$ cat src/rtl/sar2b_pkg.sv
// Shared types for the two-bit-per-step SAR controller.
package sar2b_pkg;
    // Phases of one conversion step, in sequence order.
    typedef enum logic [1:0] {
        PH_CHARGE = 2'd0,
        PH_WAIT   = 2'd1,
        PH_SHARE  = 2'd2,
        PH_DRAIN  = 2'd3
    } phase_e;
endpackage

$ cat src/rtl/sar2b_phase_seq.sv
// Phase sequencer: cycles charge (CHARGE_LEN cycles), wait, share, drain.
// Assumes kick restarts a step at charge; the phase only advances while run.
module sar2b_phase_seq
    import sar2b_pkg::*;
#(
    parameter int CHARGE_LEN = 2
) (
    input  logic   clk,
    input  logic   rst_n,
    input  logic   kick,
    input  logic   run,
    output phase_e phase
);
    localparam int CW = (CHARGE_LEN > 1) ? $clog2(CHARGE_LEN) : 1;
    localparam logic [CW-1:0] CLAST = CW'(CHARGE_LEN - 1);

    logic [CW-1:0] cnt;

    // Advance the phase, holding charge for CHARGE_LEN cycles.
    always_ff @(posedge clk) begin
        if (!rst_n) begin
            phase <= PH_CHARGE;
            cnt   <= '0;
        end else if (kick) begin
            phase <= PH_CHARGE;
            cnt   <= '0;
        end else if (run) begin
            case (phase)
                PH_CHARGE: begin
                    if (cnt == CLAST) begin
                        phase <= PH_WAIT;
                        cnt   <= '0;
                    end else begin
                        cnt <= cnt + 1'b1;
                    end
                end
                PH_WAIT:  phase <= PH_SHARE;
                PH_SHARE: phase <= PH_DRAIN;
                default:  phase <= PH_CHARGE;
            endcase
        end
    end

    // wait is always followed by share unless a new start intervenes.
    p_wait_then_share_r2: assert property (@(posedge clk) disable iff (!rst_n)
        (run && !kick && phase == PH_WAIT) |=> (phase == PH_SHARE));
endmodule

$ cat src/rtl/sar2b_thermo.sv
// Comparator decoder: counts references exceeded and checks that the
// pattern {up,mid,dn} is a thermometer code. Purely combinational.
module sar2b_thermo (
    input  logic [2:0] above,
    output logic [1:0] level,
    output logic       legal
);
    logic [2:0] t;

    // Order bits from highest to lowest reference, then count and validate.
    always_comb begin
        t     = {above[1], above[0], above[2]};
        legal = (t == 3'b000) || (t == 3'b001) || (t == 3'b011) || (t == 3'b111);
        level = {1'b0, above[0]} + {1'b0, above[1]} + {1'b0, above[2]};
    end
endmodule

$ cat src/rtl/sar2b_refgen.sv
// Reference code generator: for a search step, places three references at
// one, two and three quarters of the current interval; for the range check,
// drives mid-scale and the two latched bounds. Assumes DW even and >= 4.
module sar2b_refgen #(
    parameter int DW = 8,
    parameter int SW = 2
) (
    input  logic [DW-1:0] base,
    input  logic [SW-1:0] step,
    input  logic          chk,
    input  logic [DW-1:0] lim_hi,
    input  logic [DW-1:0] lim_lo,
    output logic [DW-1:0] r_mid,
    output logic [DW-1:0] r_up,
    output logic [DW-1:0] r_dn,
    output logic [DW-1:0] quarter
);
    localparam int SHW = $clog2(DW);
    localparam logic [DW-1:0] MID = {1'b1, {(DW-1){1'b0}}};

    logic [SHW-1:0] shamt;

    // Quarter width for this step and the three reference codes.
    always_comb begin
        shamt   = SHW'(DW - 2) - SHW'(2 * int'(step));
        quarter = {{(DW-1){1'b0}}, 1'b1} << shamt;
        if (chk) begin
            r_mid = MID;
            r_up  = lim_hi;
            r_dn  = lim_lo;
        end else begin
            r_mid = base + (quarter << 1);
            r_up  = base + (quarter << 1) + quarter;
            r_dn  = base + quarter;
        end
    end
endmodule

$ cat src/rtl/sar2b_clip_ctrl.sv
// Two-bit-per-step SAR controller with optional range clipping.
// Assumes comparators are valid in the share cycle and that bound_hi/lo
// and clip_en are meaningful when start is accepted while idle.
module sar2b_clip_ctrl
    import sar2b_pkg::*;
#(
    parameter int DW         = 8,
    parameter int CHARGE_LEN = 2
) (
    input  logic          clk,
    input  logic          rst_n,
    input  logic          start,
    input  logic          clip_en,
    input  logic [DW-1:0] bound_hi,
    input  logic [DW-1:0] bound_lo,
    input  logic [2:0]    cmp_above,
    output logic [DW-1:0] ref_mid,
    output logic [DW-1:0] ref_up,
    output logic [DW-1:0] ref_dn,
    output logic          ph_charge,
    output logic          ph_wait,
    output logic          ph_share,
    output logic          ph_drain,
    output logic          busy,
    output logic          conv_done,
    output logic [DW-1:0] result,
    output logic          cmp_err
);
    localparam int STEPS = DW / 2;
    localparam int SW    = $clog2(STEPS);
    localparam logic [SW-1:0] LAST    = SW'(STEPS - 1);
    localparam logic [DW-1:0] CLIP_HI = {2'b10, {(DW-2){1'b1}}};
    localparam logic [DW-1:0] CLIP_LO = {2'b01, {(DW-2){1'b0}}};

    phase_e        phase;
    logic          kick;
    logic [SW-1:0] step;
    logic          chk;
    logic          clip_q;
    logic [DW-1:0] hi_q, lo_q;
    logic [DW-1:0] base, nxt_base, quarter;
    logic          fin;
    logic [DW-1:0] fin_code;
    logic [1:0]    level;
    logic          legal;

    assign kick = start && !busy;

    sar2b_phase_seq #(.CHARGE_LEN(CHARGE_LEN)) u_seq (
        .clk(clk), .rst_n(rst_n), .kick(kick), .run(busy), .phase(phase)
    );

    sar2b_thermo u_thermo (.above(cmp_above), .level(level), .legal(legal));

    sar2b_refgen #(.DW(DW), .SW(SW)) u_ref (
        .base(base), .step(step), .chk(chk), .lim_hi(hi_q), .lim_lo(lo_q),
        .r_mid(ref_mid), .r_up(ref_up), .r_dn(ref_dn), .quarter(quarter)
    );

    // Decode the phase outputs, gated by busy.
    always_comb begin
        ph_charge = busy && (phase == PH_CHARGE);
        ph_wait   = busy && (phase == PH_WAIT);
        ph_share  = busy && (phase == PH_SHARE);
        ph_drain  = busy && (phase == PH_DRAIN);
    end

    // Base of the selected quarter after this step's decision.
    always_comb begin
        nxt_base = base + (level[1] ? (quarter << 1) : '0) + (level[0] ? quarter : '0);
    end

    // Conversion control: latch settings, take decisions, finish.
    always_ff @(posedge clk) begin
        if (!rst_n) begin
            busy      <= 1'b0;
            conv_done <= 1'b0;
            result    <= '0;
            cmp_err   <= 1'b0;
            step      <= '0;
            chk       <= 1'b0;
            clip_q    <= 1'b0;
            hi_q      <= '0;
            lo_q      <= '0;
            base      <= '0;
            fin       <= 1'b0;
            fin_code  <= '0;
        end else begin
            conv_done <= 1'b0;
            if (kick) begin
                busy    <= 1'b1;
                step    <= '0;
                base    <= '0;
                chk     <= clip_en;
                clip_q  <= clip_en;
                hi_q    <= bound_hi;
                lo_q    <= bound_lo;
                cmp_err <= 1'b0;
                fin     <= 1'b0;
            end else if (busy) begin
                if (phase == PH_SHARE) begin
                    if (chk) begin
                        if (cmp_above[1] && !cmp_above[2]) cmp_err <= 1'b1;
                        if (cmp_above[1]) begin
                            fin      <= 1'b1;
                            fin_code <= CLIP_HI;
                        end else if (!cmp_above[2]) begin
                            fin      <= 1'b1;
                            fin_code <= CLIP_LO;
                        end
                    end else begin
                        if (!legal) cmp_err <= 1'b1;
                        base <= nxt_base;
                        if (step == LAST) begin
                            fin      <= 1'b1;
                            fin_code <= nxt_base;
                        end
                    end
                end else if (phase == PH_DRAIN) begin
                    if (fin) begin
                        busy      <= 1'b0;
                        conv_done <= 1'b1;
                        result    <= fin_code;
                    end else if (chk) begin
                        chk <= 1'b0;
                    end else begin
                        step <= step + 1'b1;
                    end
                end
            end
        end
    end

    // one phase at a time while converting, none while idle.
    p_phase_onehot_r2: assert property (@(posedge clk) disable iff (!rst_n)
        busy |-> $onehot({ph_charge, ph_wait, ph_share, ph_drain}));
    p_phase_quiet_r2: assert property (@(posedge clk) disable iff (!rst_n)
        !busy |-> ({ph_charge, ph_wait, ph_share, ph_drain} == 4'b0000));
    // search references are strictly ordered during share.
    p_ref_order_r4: assert property (@(posedge clk) disable iff (!rst_n)
        (ph_share && !chk) |-> (ref_dn < ref_mid && ref_mid < ref_up));
    // a conversion ending in the first step of clip mode is saturated.
    p_clip_code_r7: assert property (@(posedge clk) disable iff (!rst_n)
        (conv_done && clip_q && step == '0) |-> (result == CLIP_HI || result == CLIP_LO));
    // the error flag holds until a new start is accepted.
    p_err_sticky_r10: assert property (@(posedge clk) disable iff (!rst_n)
        (cmp_err && !kick) |=> cmp_err);
    // completion is a single-cycle pulse.
    p_done_pulse_r11: assert property (@(posedge clk) disable iff (!rst_n)
        conv_done |=> !conv_done);
    // the result only changes together with the completion pulse.
    p_result_stable_r11: assert property (@(posedge clk) disable iff (!rst_n)
        !$stable(result) |-> conv_done);
endmodule

$ cat config.mk
export PLATFORM = sky130hd
export DESIGN_NAME = sar2b_clip_ctrl
export DESIGN_NICKNAME = d
export VERILOG_FILES = /design/src/rtl/sar2b_pkg.sv /design/src/rtl/sar2b_phase_seq.sv /design/src/rtl/sar2b_thermo.sv /design/src/rtl/sar2b_refgen.sv /design/src/rtl/sar2b_clip_ctrl.sv
export SDC_FILE = /design/constraint.sdc
export NUM_CORES = 1
export LEC_CHECK = 0
export ABC_AREA = 1
export BUFFER_PORTS_ARGS = -buffer_cell sky130_fd_sc_hd__buf_2
export CORE_MARGIN = 2
export CORE_UTILIZATION = 40
export CTS_BUF_LIST = sky130_fd_sc_hd__clkbuf_8
export DETAILED_ROUTE_END_ITERATION = 16
export GPL_TIMING_DRIVEN = 0
export PLACE_DENSITY_LB_ADDON = 0.15
export SLEW_MARGIN = 10
export SYNTH_ARGS = -nofsm -noshare
export SYNTH_HDL_FRONTEND = slang
export SYNTH_SLANG_ARGS = --single-unit
export TNS_END_PERCENT = 20
$ cat constraint.sdc
create_clock -name clk -period 3.58 [get_ports clk]
set_input_delay 1.074 -clock clk [delete_from_list [all_inputs] [get_ports clk]]
set_output_delay 1.074 -clock clk [all_outputs]
set_load 0.03 [all_outputs]
==> flow_metrics.py, run 1 <==
metrics = {
    "timing": {
        "final.setup.tns_ps": -62.2,
        "fin_worst_skew_ps": 5.16,
        "max_freq_mhz": 275,
        "rsz0062_at_grt": "true",
        "hold_violations": 0,
        "slew_viol_final": 0,
        "final_min_period_over_clock_period_pct": 102,
        "timing.slew.headroom_pct": 58.0,
        "hold_slack_ps": 453,
        "worst_slack_ps": -62.2,
        "final_critical_period_ps": 3640,
        "worst-slew-pin-transition_ps": 631,
        "setup-violations-final": 1,
    },
    "critical_path": {
        "setup.worst_path.end_class": "primary output",
        "worst_r2r_path_depth": 15,
        "worst_setup_path_endpoint": "ref_up[7]",
        "rr_startpoint": "step[0]",
        "critPathLaunchType": "register",
        "cp.arrival_ps": 2570,
        "crit_path_start": "step[1]",
        "timing.critical_path.required_ps": 2510,
        "r2r_slack_ps": 960,
        "timing_worst_setup_path_type": "reg2out",
        "r2r-end": "fin_code[5]",
        "critical_path_peak_fanout": 4,
    },
    "cts": {
        "clock_tree_from_tritoncts": "built",
        "cts_htree_levels": 2,
        "clockBufferDepth": 2,
        "numClockSinks": 50,
        "worst_skew_pair.late_latency_ps": 310,
        "cts_inserted_buffers": 5,
        "clk_pin_slew_worst_paths_ps": 100,
        "cts_hold_bufs": 0,
        "clockRootBuffer": "sky130_fd_sc_hd__clkbuf_8",
    },
    "placement": {
        "hpwl_um": 6550,
        "preCtsSetupSlack_ps": -102,
        "post_dp_cell_area_mm2": 0.00370,
        "gp_congestion": 0.886,
        "portBuffers": 61,
    },
    "layout": {
        "stdcell_area_mm2": 0.00408,
        "final_common_cell": "sky130_fd_sc_hd__nand2_1",
        "fill_cells": 793,
        "multiInputGateArea_mm2": 0.00213,
        "area.sequential_mm2": 0.00101,
        "final_cell_mix": "sky130_fd_sc_hd__nand2_1 (89), sky130_fd_sc_hd__nor2_1 (73), sky130_fd_sc_hd__buf_2 (60), sky130_fd_sc_hd__inv_1 (59), sky130_fd_sc_hd__o21ai_0 (48)",
        "area.growth.synth_to_final_pct": 24.9,
        "nNetsFinal": 611,
        "fraction_of_final_layout_cells_sized_beyond_drive_strength_1_pct": 24.2,
        "antennaDiodeCount": 0,
    },
    "detailed_routing": {
        "postRouteWirelength_um": 8500,
        "detailedRoute.firstIterationViolations": 73,
        "detail-route-antenna-nets": 0,
        "detail_route.first_pass.iterations": 4,
        "dr_drc_count": 0,
        "vias_after_detailed_routing": 3168,
        "average_wire_length_per_cell_after_detail_routing_um": 13.0,
        "route.detailed.vias_per_inst": 4.84,
    },
    "pwr": {
        "p_leak_nw": 2.15,
        "max-vdd-ir-drop_uv": 170,
        "power-per-cell-area_mw_per_mm2": 281,
    },
    "floorplanning": {
        "initial_util_pct": 41.8,
        "overall_die_area_mm2": 0.00891,
        "core_area_mm2": 0.00781,
        "dieWidth_um": 94.4,
        "num_rows": 32,
        "die_height_um": 94.4,
        "design.portCount": 62,
    },
    "global_route": {
        "antenna_found_initial": 0,
        "global_route.overflow_total": 0,
        "grt_max_degree": 17,
        "gr-usage-all-layers_pct": 19.7,
        "vias_in_the_first_global_route": 3034,
        "wire_length_of_the_first_global_routing_pass_um": 13900,
    },
    "yosys": {
        "synthesis.area_mm2": 0.00327,
        "sequential_to_total_area_share_from_yosys_stat_pct": 30.6,
        "syn_avg_cell_area_um2": 6.83,
        "synth_area_leader_cell": "sky130_fd_sc_hd__dfxtp_1",
        "yosys-top-cells-area": "sky130_fd_sc_hd__dfxtp_1 (31%), sky130_fd_sc_hd__ha_1 (13%), sky130_fd_sc_hd__nand2_1 (11%)",
        "synth_nets": 537,
        "yosys_register_bits": 50,
        "synth_largest_type_area_fraction_pct": 30.6,
        "post_synth_inst_count": 478,
        "synth_cell_type_count": 35,
        "synth_warn": 0,
    },
    "outcome": {
        "outcome": "finished with violations",
        "failed_checks": "setup timing",
    },
    "worst_hold_path": {
        "timing.hold.worst.class": "reg2reg",
    },
    "job": {
        "cap_viol_max_count": 0,
    },
}
[area by class of cell]
type | instances | share of cell area (%)
flip-flops and latches | 50 | 24.8
inverters | 73 | 6.90
well taps | 102 | 3.13
clock buffers | 5 | 1.69
multi-input cells | 345 | 52.2
plain buffers | 10 | 1.32
clock inverters | 3 | 1.07
repair buffers | 67 | 8.96
[where the power goes]
group / internal (mW) / switching [mW]
clock: 0.210 / 0.208
combinational: 0.0508 / 0.0953
sequential: 0.572 / 0.0107
[per-layer routing]
layer	wire, um	track usage, %	vias up
li1	-	-	1672
met1	3990	26.1	1430
met2	4080	33.6	54
met3	302	3.11	12
met4	128	5.19	0
met5	0	0	-
[cells in the mapped netlist]
cell / number
sky130_fd_sc_hd__inv_1: 64
sky130_fd_sc_hd__nand4_1: 5
sky130_fd_sc_hd__nand2_2: 6
sky130_fd_sc_hd__nand2_1: 94
sky130_fd_sc_hd__clkbuf_8: 1
sky130_fd_sc_hd__nand3_1: 14
sky130_fd_sc_hd__o211ai_1: 2
sky130_fd_sc_hd__a22oi_1: 1
sky130_fd_sc_hd__ha_1: 34
sky130_fd_sc_hd__or2_2: 1
sky130_fd_sc_hd__buf_2: 2
sky130_fd_sc_hd__a21oi_1: 31
sky130_fd_sc_hd__nor3_4: 1
sky130_fd_sc_hd__buf_4: 1
sky130_fd_sc_hd__nor2_4: 2
sky130_fd_sc_hd__nor2_2: 2
sky130_fd_sc_hd__nand3_2: 3
sky130_fd_sc_hd__o22ai_1: 1
sky130_fd_sc_hd__o31ai_1: 1
sky130_fd_sc_hd__clkbuf_1: 6
sky130_fd_sc_hd__nor3_1: 3
sky130_fd_sc_hd__nand3b_1: 2
sky130_fd_sc_hd__xnor2_1: 5
sky130_fd_sc_hd__or2_1: 2
sky130_fd_sc_hd__a21oi_4: 1
sky130_fd_sc_hd__inv_2: 9
sky130_fd_sc_hd__fa_1: 2
sky130_fd_sc_hd__dfxtp_1: 50
sky130_fd_sc_hd__nand2_4: 1
sky130_fd_sc_hd__o21ai_0: 50
sky130_fd_sc_hd__a211oi_1: 2
sky130_fd_sc_hd__nor2_1: 73
sky130_fd_sc_hd__o21ai_2: 1
sky130_fd_sc_hd__xor2_1: 4
sky130_fd_sc_hd__o21ai_1: 1
[state kept, by name, indices dropped and copies added, names as in the netlist]
register     count
conv_done        1
result           8
lo_q             8
busy             1
u_seq.cnt        1
cmp_err          1
hi_q             8
chk              1
u_seq.phase      2
fin_code         8
base             8
fin              1
step             2
[worst min path at each step]
stage | startpoint | endpoint | slack [ps] | cells after the start
4_1_cts | cmp_err | cmp_err | 460 | 2
2_1_floorplan | fin_code[2] | fin_code[2] | 440 | 2
3_3_place_gp | cmp_err | cmp_err | 440 | 2
5_1_grt | cmp_err | cmp_err | 480 | 2
3_5_place_dp | cmp_err | cmp_err | 440 | 2
6_report | cmp_err | cmp_err | 450 | 2
[per-stage QoR]
| stage | instances | total power [mW] | utilization (%) |
|---|---|---|---|
| detailed placement | 641 | 0.740 | 47.4 |
| global route | 655 | 1.20 | 52.2 |
| global placement | 641 | 0.737 | 47.4 |
| CTS | 654 | 1.16 | 51.2 |
| finish | 655 | 1.15 | 52.2 |
| floorplan | 478 | 0.690 | - |
[what timing repair did]
item,4_1_cts,5_1_grt
resized for setup,30,23
pin swaps,6,14
setup endpoints to repair,7,6
setup buffers,5,1
[critical path: stages (launching register included)]
cell                      delay [ps]
sky130_fd_sc_hd__dfxtp_4         420
sky130_fd_sc_hd__inv_4            60
sky130_fd_sc_hd__ha_4            160
sky130_fd_sc_hd__ha_4            230
sky130_fd_sc_hd__nand2_2          70
sky130_fd_sc_hd__inv_2            40
sky130_fd_sc_hd__a21oi_2         120
sky130_fd_sc_hd__nand2_1          70
sky130_fd_sc_hd__or2_1           240
sky130_fd_sc_hd__nand2_2          90
sky130_fd_sc_hd__inv_2            50
sky130_fd_sc_hd__ha_4            280
sky130_fd_sc_hd__nand3_4          70
sky130_fd_sc_hd__nand2_1          70
sky130_fd_sc_hd__nand2_1          40
sky130_fd_sc_hd__nand3_1          60
sky130_fd_sc_hd__nand2_1          60
sky130_fd_sc_hd__buf_6           140
[cells by family after synthesis]
family / count (synthesis) / share of synthesized area [%]
compound gates: 91 / 14.9
xor+xnor: 9 / 2.41
fa+ha+maj: 36 / 14.2
buf+inv: 83 / 10.0
flops: 50 / 30.6
simple gates: 209 / 27.8
No activity file was read; power rests on OpenSTA's default activity.
==> run 2: changes to the inputs <==
--- a/config.mk
+++ b/config.mk
@@ -16,5 +16,6 @@
 export SLEW_MARGIN = 10
 export SYNTH_ARGS = -nofsm -noshare
 export SYNTH_HDL_FRONTEND = slang
+export SYNTH_HIERARCHICAL = 1
 export SYNTH_SLANG_ARGS = --single-unit
 export TNS_END_PERCENT = 20
==> run 2 against run 1 <==
Against the previous run:
- the flow now finishes without violations
- sequential power is essentially flat
- worst hold slack better by 18 ps
- sequential cell count unchanged
- synthesized area is 5.3% higher
- global-route usage fell by 1.3 points
- critical endpoint unchanged
- largest cell class unchanged
- highest routed layer unchanged
==> flow_metrics.py, run 2 <==
metrics = {
    "layout": {
        "area.growth.synth_to_final_pct": 22.6,
        "final_util_pct": 51.1,
        "fraction_of_final_layout_cells_sized_beyond_drive_strength_1_pct": 24.0,
        "final_common_cell": "sky130_fd_sc_hd__nand2_1",
        "multiInputGateArea_mm2": 0.00219,
        "fill_cells": 856,
        "antennaDiodeCount": 0,
        "area.sequential_mm2": 0.00101,
        "nNetsFinal": 652,
        "final_cell_mix": "sky130_fd_sc_hd__nand2_1 (122), sky130_fd_sc_hd__inv_1 (68), sky130_fd_sc_hd__nor2_1 (68), sky130_fd_sc_hd__buf_2 (59), sky130_fd_sc_hd__dfxtp_1 (47)",
    },
    "timing": {
        "final.setup.tns_ps": 0,
        "slew_viol_final": 0,
        "timing.slew.headroom_pct": 61.4,
        "fin_worst_skew_ps": 13.0,
        "hold_violations": 0,
        "max_freq_mhz": 286,
        "worst-slew-pin-transition_ps": 577,
        "final_critical_period_ps": 3490,
        "hold_slack_ps": 471,
        "setup-violations-final": 0,
        "rsz0062_at_grt": "true",
        "final_min_period_over_clock_period_pct": 97.5,
    },
    "pwr": {
        "power-per-cell-area_mw_per_mm2": 270,
        "p_leak_nw": 2.20,
        "max-vdd-ir-drop_uv": 182,
    },
    "cts": {
        "clock_tree_from_tritoncts": "built",
        "cts_inserted_buffers": 5,
        "cts_htree_levels": 2,
        "numClockSinks": 50,
        "worst_skew_pair.late_latency_ps": 310,
        "clk_pin_slew_worst_paths_ps": 110,
        "clockBufferDepth": 2,
        "cts_hold_bufs": 0,
        "clockRootBuffer": "sky130_fd_sc_hd__clkbuf_8",
    },
    "global_route": {
        "gr-usage-all-layers_pct": 18.4,
        "wire_length_of_the_first_global_routing_pass_um": 14400,
        "grt_max_degree": 19,
        "antenna_found_initial": 0,
        "global_route.overflow_total": 0,
        "vias_in_the_first_global_route": 3246,
    },
    "worst_hold_path": {
        "timing.hold.worst.class": "reg2reg",
        "worstHoldEndpoint": "result[0]",
        "hold_path_startpoint": "fin_code[0]",
        "hold-path-cell-count": 2,
    },
    "critical_path": {
        "cp.arrival_ps": 2420,
        "critPathLaunchType": "register",
        "crit_path_buf_inv_count": 4,
        "slowest_stage_cell_crit_path": "sky130_fd_sc_hd__dfxtp_4",
        "setup.worst_path.end_class": "primary output",
        "r2r_slack_ps": 840,
        "critical_path_peak_fanout": 4,
        "path_cells": "buf_4 > nor2_4 > ha_4 > inv_2 > o21ai_2 > or2_4 > nand2_2 > inv_2 > ha_4 > nand4_1 > nand2_1 > nand2_1 > nand3_1 > nand2_1 > buf_6",
        "cp_top_family": "simple AND/OR/NAND/NOR gates",
        "worst_r2r_path_depth": 14,
        "timing_worst_setup_path_type": "reg2out",
        "critical-path-top-cell-by-count": "sky130_fd_sc_hd__nand2_1",
        "timing.critical_path.required_ps": 2510,
        "crit_path_start": "step[1]",
        "rr_startpoint": "step[1]",
        "max_stage_delay_ps": 370,
        "r2r-end": "fin_code[7]",
    },
    "yosys": {
        "post-synth-top-count-cell": "sky130_fd_sc_hd__nand2_1",
        "synth_area_leader_cell": "sky130_fd_sc_hd__dfxtp_1",
        "synthFlopType": "sky130_fd_sc_hd__dfxtp_1",
        "yosys_register_bits": 50,
        "syn_avg_cell_area_um2": 6.66,
        "synth_async_sr_flop_share_pct": 0,
        "synth_cell_type_count": 39,
        "synth_largest_type_area_fraction_pct": 29.1,
        "synth_edf_count": 0,
        "synthesis.area_mm2": 0.00344,
        "yosys-top-cells-area": "sky130_fd_sc_hd__dfxtp_1 (29%), sky130_fd_sc_hd__nand2_1 (14%), sky130_fd_sc_hd__ha_1 (8.4%)",
        "yosys-top-cells-count": "sky130_fd_sc_hd__nand2_1 (126), sky130_fd_sc_hd__inv_1 (73), sky130_fd_sc_hd__nor2_1 (70), sky130_fd_sc_hd__dfxtp_1 (50), sky130_fd_sc_hd__o21ai_0 (34)",
        "synth_warn": 6,
        "sequential_to_total_area_share_from_yosys_stat_pct": 29.1,
        "post_synth_inst_count": 517,
    },
    "floorplanning": {
        "num_rows": 33,
        "initial_util_pct": 41.7,
        "overall_die_area_mm2": 0.00936,
        "dieWidth_um": 96.7,
        "core_area_mm2": 0.00826,
        "die_height_um": 96.7,
        "design.portCount": 62,
    },
    "detailed_routing": {
        "average_wire_length_per_cell_after_detail_routing_um": 12.1,
        "vias_after_detailed_routing": 3353,
        "dr_drc_count": 0,
        "detail_route.first_pass.iterations": 4,
        "postRouteWirelength_um": 8530,
        "detail-route-antenna-nets": 0,
        "detailedRoute.firstIterationViolations": 113,
        "route.detailed.vias_per_inst": 4.76,
    },
    "job": {
        "cap_viol_max_count": 0,
    },
    "outcome": {
        "outcome": "finished, final reports clean",
    },
    "placement": {
        "hpwl_um": 6690,
        "gp_congestion": 0.849,
        "portBuffers": 61,
    },
}
==> run 2: cell count changes after synthesis, sizes merged, moves of 8 or more <==
cell | before | now
nand3 | 17 | 29
nand2 | 101 | 136
a21oi | 32 | 23
o21ai | 52 | 38
buf | 3 | 11
ha | 34 | 23
==> run 2: report_power, final <==
part           switching (mW)  internal (mW)  leakage (nW)
registers              0.0131          0.572         0.410
logic                   0.132         0.0704          1.75
clock network           0.208          0.145        0.0502
==> run 2: routing by layer <==
metal	GRT usage, %	part of all wire (%)	up-vias	routed length [um]
met5	0	0	-	0
met4	3.25	0.87	0	74
met3	3.83	5.1	8	438
met2	31.9	48	65	4070
met1	23.8	46	1500	3950
li1	-	-	1780	-
==> run 2: worst max path at each step <==
stage,to,slack (ps),depth (start not counted)
floorplan,base[5],210,12
global placement,fin_code[5],-170,13
detailed placement,fin_code[5],-200,13
CTS,ref_up[7],20,16
global route,ref_up[7],-60,18
finish,ref_up[7],90,15
==> run 2: layout make-up <==
cell class	count	area share, %
Sequential cell	50	24.0
Clock buffer	5	1.63
Inverter	78	7.00
Tap cell	105	3.11
Timing Repair Buffer	71	9.34
Multi-Input combinational cell	375	51.8
Clock inverter	3	0.682
Buffer	17	2.43
==> run 2: kinds of logic after synthesis <==
| group | share of synthesized area [%] |
|---|---|
| and+or+nand+nor | 32.4 |
| AOI/OAI and AO/OA | 12.4 |
| DFF | 29.1 |
| xor gates and xnor gates | 1.53 |
| adders and majority gates | 13.0 |
| buffers and inverters | 11.5 |
| other | 0.109 |
==> run 2: timing repair <==
item | in CTS | in global routing
gates resized for setup | 22 | 22
setup buffers | 8 | 2
pin swaps | 4 | 12
gates cloned | 0 | 0
endpoints found under the setup margin | 7 | 7
==> run 2: metrics by stage <==
| step | cells | total power, mW | area [um2] | setup slack (ps) |
|---|---|---|---|---|
| floorplan | 520 | 0.738 | 3450 | 210 |
| global placement | 686 | 0.797 | 3890 | -168 |
| detailed placement | 686 | 0.800 | 3890 | -198 |
| CTS | 702 | 1.15 | 4140 | 20.2 |
| global route | 704 | 1.21 | 4220 | -59.1 |
| finish | 704 | 1.14 | 4220 | 89.3 |
==> run 2: worst min-delay path, delay by kind of cell, from the launching register on <==
kind	cells	cell delay [ps]
AOI/OAI and AO/OA	1	60
DFF	1	310
buffers and inverters	1	60
==> run 3: changes to the inputs <==
--- a/config.mk
+++ b/config.mk
@@ -10,6 +10,7 @@
 export CORE_MARGIN = 2
 export CORE_UTILIZATION = 40
 export CTS_BUF_LIST = sky130_fd_sc_hd__clkbuf_8
+export CTS_CLUSTER_DIAMETER = 150
 export DETAILED_ROUTE_END_ITERATION = 16
 export GPL_TIMING_DRIVEN = 0
 export PLACE_DENSITY_LB_ADDON = 0.15
==> constraint.sdc (replaced) <==
create_clock -name clk -period 3.58 [get_ports clk]
set_input_delay 1.074 -clock clk [delete_from_list [all_inputs] [get_ports clk]]
set_output_delay 1.074 -clock clk [all_outputs]
set_load 0.02 [all_outputs]
==> run 3 against run 2 <==
Against the previous run:
- worst hold slack worse by 1.4 ps
- power down 0.84%
- sequential share of layout area about the same
- count of clock-buffer cells in the layout did not move
- routed wire length shrank 0.23%
- cell area decreased by 0.18%
==> flow_metrics.py, run 3 (synthesis results as in run 2) <==
metrics = {
    "critical_path": {
        "critical-path-top-cell-by-count": "sky130_fd_sc_hd__nand2_1",
        "path_cells": "buf_4 > nor2_4 > ha_4 > inv_2 > o21ai_2 > or2_4 > nand2_2 > inv_2 > ha_4 > nand4_1 > nand2_1 > nand2_1 > nand3_1 > nand2_1 > buf_6",
        "timing.critical_path.required_ps": 2510,
        "slowest_stage_cell_crit_path": "sky130_fd_sc_hd__dfxtp_4",
        "r2r-end": "fin_code[7]",
        "critPathLaunchType": "register",
        "r2r_slack_ps": 840,
        "cp.arrival_ps": 2410,
        "max_stage_delay_ps": 370,
        "timing_worst_setup_path_type": "reg2out",
        "critical_path_peak_fanout": 4,
        "worst_r2r_path_depth": 14,
        "rr_startpoint": "step[1]",
        "setup.worst_path.end_class": "primary output",
    },
    "cts": {
        "clock_tree_from_tritoncts": "built",
        "cts_hold_bufs": 0,
        "clk_pin_slew_worst_paths_ps": 110,
        "numClockSinks": 50,
        "worst_skew_pair.late_latency_ps": 310,
        "clockRootBuffer": "sky130_fd_sc_hd__clkbuf_8",
        "cts_inserted_buffers": 5,
        "cts_htree_levels": 2,
        "clockBufferDepth": 2,
    },
    "detailed_routing": {
        "postRouteWirelength_um": 8510,
        "dr_drc_count": 0,
        "detail-route-antenna-nets": 0,
        "average_wire_length_per_cell_after_detail_routing_um": 12.1,
        "detail_route.first_pass.iterations": 4,
        "route.detailed.vias_per_inst": 4.74,
        "vias_after_detailed_routing": 3339,
        "detailedRoute.firstIterationViolations": 127,
    },
    "timing": {
        "worst_slack_ps": 97.2,
        "timing.slew.headroom_pct": 61.4,
        "max_freq_mhz": 287,
        "slew_viol_final": 0,
        "final_min_period_over_clock_period_pct": 97.3,
        "worst-slew-pin-transition_ps": 577,
        "setup-violations-final": 0,
        "fin_worst_skew_ps": 13.7,
        "rsz0062_at_grt": "true",
        "hold_violations": 0,
        "final_critical_period_ps": 3480,
    },
    "pwr": {
        "gate_power_share_pct": 17.1,
        "p_leak_nw": 2.21,
        "internal-power_mw": 0.787,
        "power_switching_share_pct": 30.5,
        "power-per-cell-area_mw_per_mm2": 269,
        "switching_power_mw": 0.345,
        "share_seq_of_total_power_pct": 51.7,
        "clock_power_share_pct": 31.2,
        "report.power.total_mw": 1.13,
        "max-vdd-ir-drop_uv": 182,
    },
    "layout": {
        "nNetsFinal": 652,
        "area.growth.synth_to_final_pct": 22.4,
        "multiInputGateArea_mm2": 0.00218,
        "fill_cells": 858,
        "final_util_pct": 51.0,
        "layoutNonFillerInstCount": 704,
        "antennaDiodeCount": 0,
        "final_common_cell": "sky130_fd_sc_hd__nand2_1",
        "area.sequential_mm2": 0.00101,
        "fraction_of_final_layout_cells_sized_beyond_drive_strength_1_pct": 23.9,
        "final_cell_mix": "sky130_fd_sc_hd__nand2_1 (122), sky130_fd_sc_hd__inv_1 (68), sky130_fd_sc_hd__nor2_1 (68), sky130_fd_sc_hd__buf_2 (61), sky130_fd_sc_hd__dfxtp_1 (47)",
    },
    "outcome": {
        "outcome": "finished, final reports clean",
    },
    "global_route": {
        "global_route.overflow_total": 0,
        "gr-usage-all-layers_pct": 18.4,
        "vias_in_the_first_global_route": 3249,
        "antenna_found_initial": 0,
        "wire_length_of_the_first_global_routing_pass_um": 14400,
        "grt_max_degree": 19,
    },
    "placement": {
        "portBuffers": 61,
        "placedCellCount": 686,
        "hpwl_um": 6690,
        "preCtsSetupSlack_ps": -198,
        "gp_congestion": 0.849,
    },
    "floorplanning": {
        "design.portCount": 62,
        "dieWidth_um": 96.7,
        "initial_util_pct": 41.7,
        "overall_die_area_mm2": 0.00936,
        "die_height_um": 96.7,
        "num_rows": 33,
        "core_area_mm2": 0.00826,
    },
    "worst_hold_path": {
        "hold_path_startpoint": "fin_code[4]",
        "timing.hold.worst.class": "reg2reg",
        "hold-path-cell-count": 2,
        "worstHoldEndpoint": "fin_code[4]",
    },
    "job": {
        "cap_viol_max_count": 0,
    },
}
==> run 3: timing repair <==
item / 4_1_cts / 5_1_grt
gates resized for setup: 21 / 18
buffers inserted: 8 / 2
setup endpoints to repair: 6 / 6
pin swaps: 4 / 11
==> run 3: cell type report <==
type                            instances  area share, %
Multi-Input combinational cell        375           51.8
Sequential cell                        50           24.0
Timing Repair Buffer                   71           9.24
Inverter                               78           7.01
Tap cell                              105           3.12
Buffer                                 17           2.44
Clock buffer                            5           1.63
Clock inverter                          3          0.683
==> run 3: per-stage QoR <==
stage,hold slack (ps),area (um2),setup TNS (ps)
6_report,469,4210,0
5_1_grt,489,4210,-75.8
4_1_cts,469,4140,0
3_5_place_dp,452,3890,-1020
3_3_place_gp,452,3890,-704
2_1_floorplan,429,3450,0
==> run 3: how the worst max path moves through the flow <==
stage / end / start / slack (ps)
final: ref_up[7] / step[1] / 100
after global routing: ref_up[7] / step[0] / -50
after CTS: ref_up[7] / base[1] / 20
after detailed placement: fin_code[5] / cmp_above[0] / -200
after global placement: fin_code[5] / cmp_above[0] / -170
after floorplan: base[5] / cmp_above[0] / 210
==> run 3: per-layer routing <==
metal	wire, um	track usage, %	share of wire (%)
met1	3940	23.9	46
met2	4070	31.9	48
met3	438	3.83	5.1
met4	74	3.25	0.87
met5	0	0	0
==> run 3: worst max-delay path, delay by kind of cell, from the launching register on <==
kind / cells / cell delay (ps)
AOI/OAI and AO/OA: 1 / 60
buffers and inverters: 4 / 380
and+or+nand+nor: 8 / 820
adders and majority gates: 2 / 480
DFF: 1 / 370
==> run 3: power groups by stage <==
| stage | Clock, mW | Sequential [mW] | Combinational (mW) |
|---|---|---|---|
| 2_1_floorplan | 0 | 0.597 | 0.133 |
| 3_3_place_gp | 0 | 0.600 | 0.189 |
| 3_5_place_dp | 0 | 0.600 | 0.192 |
| 4_1_cts | 0.366 | 0.585 | 0.194 |
| 5_1_grt | 0.393 | 0.588 | 0.223 |
| 6_report | 0.353 | 0.585 | 0.194 |
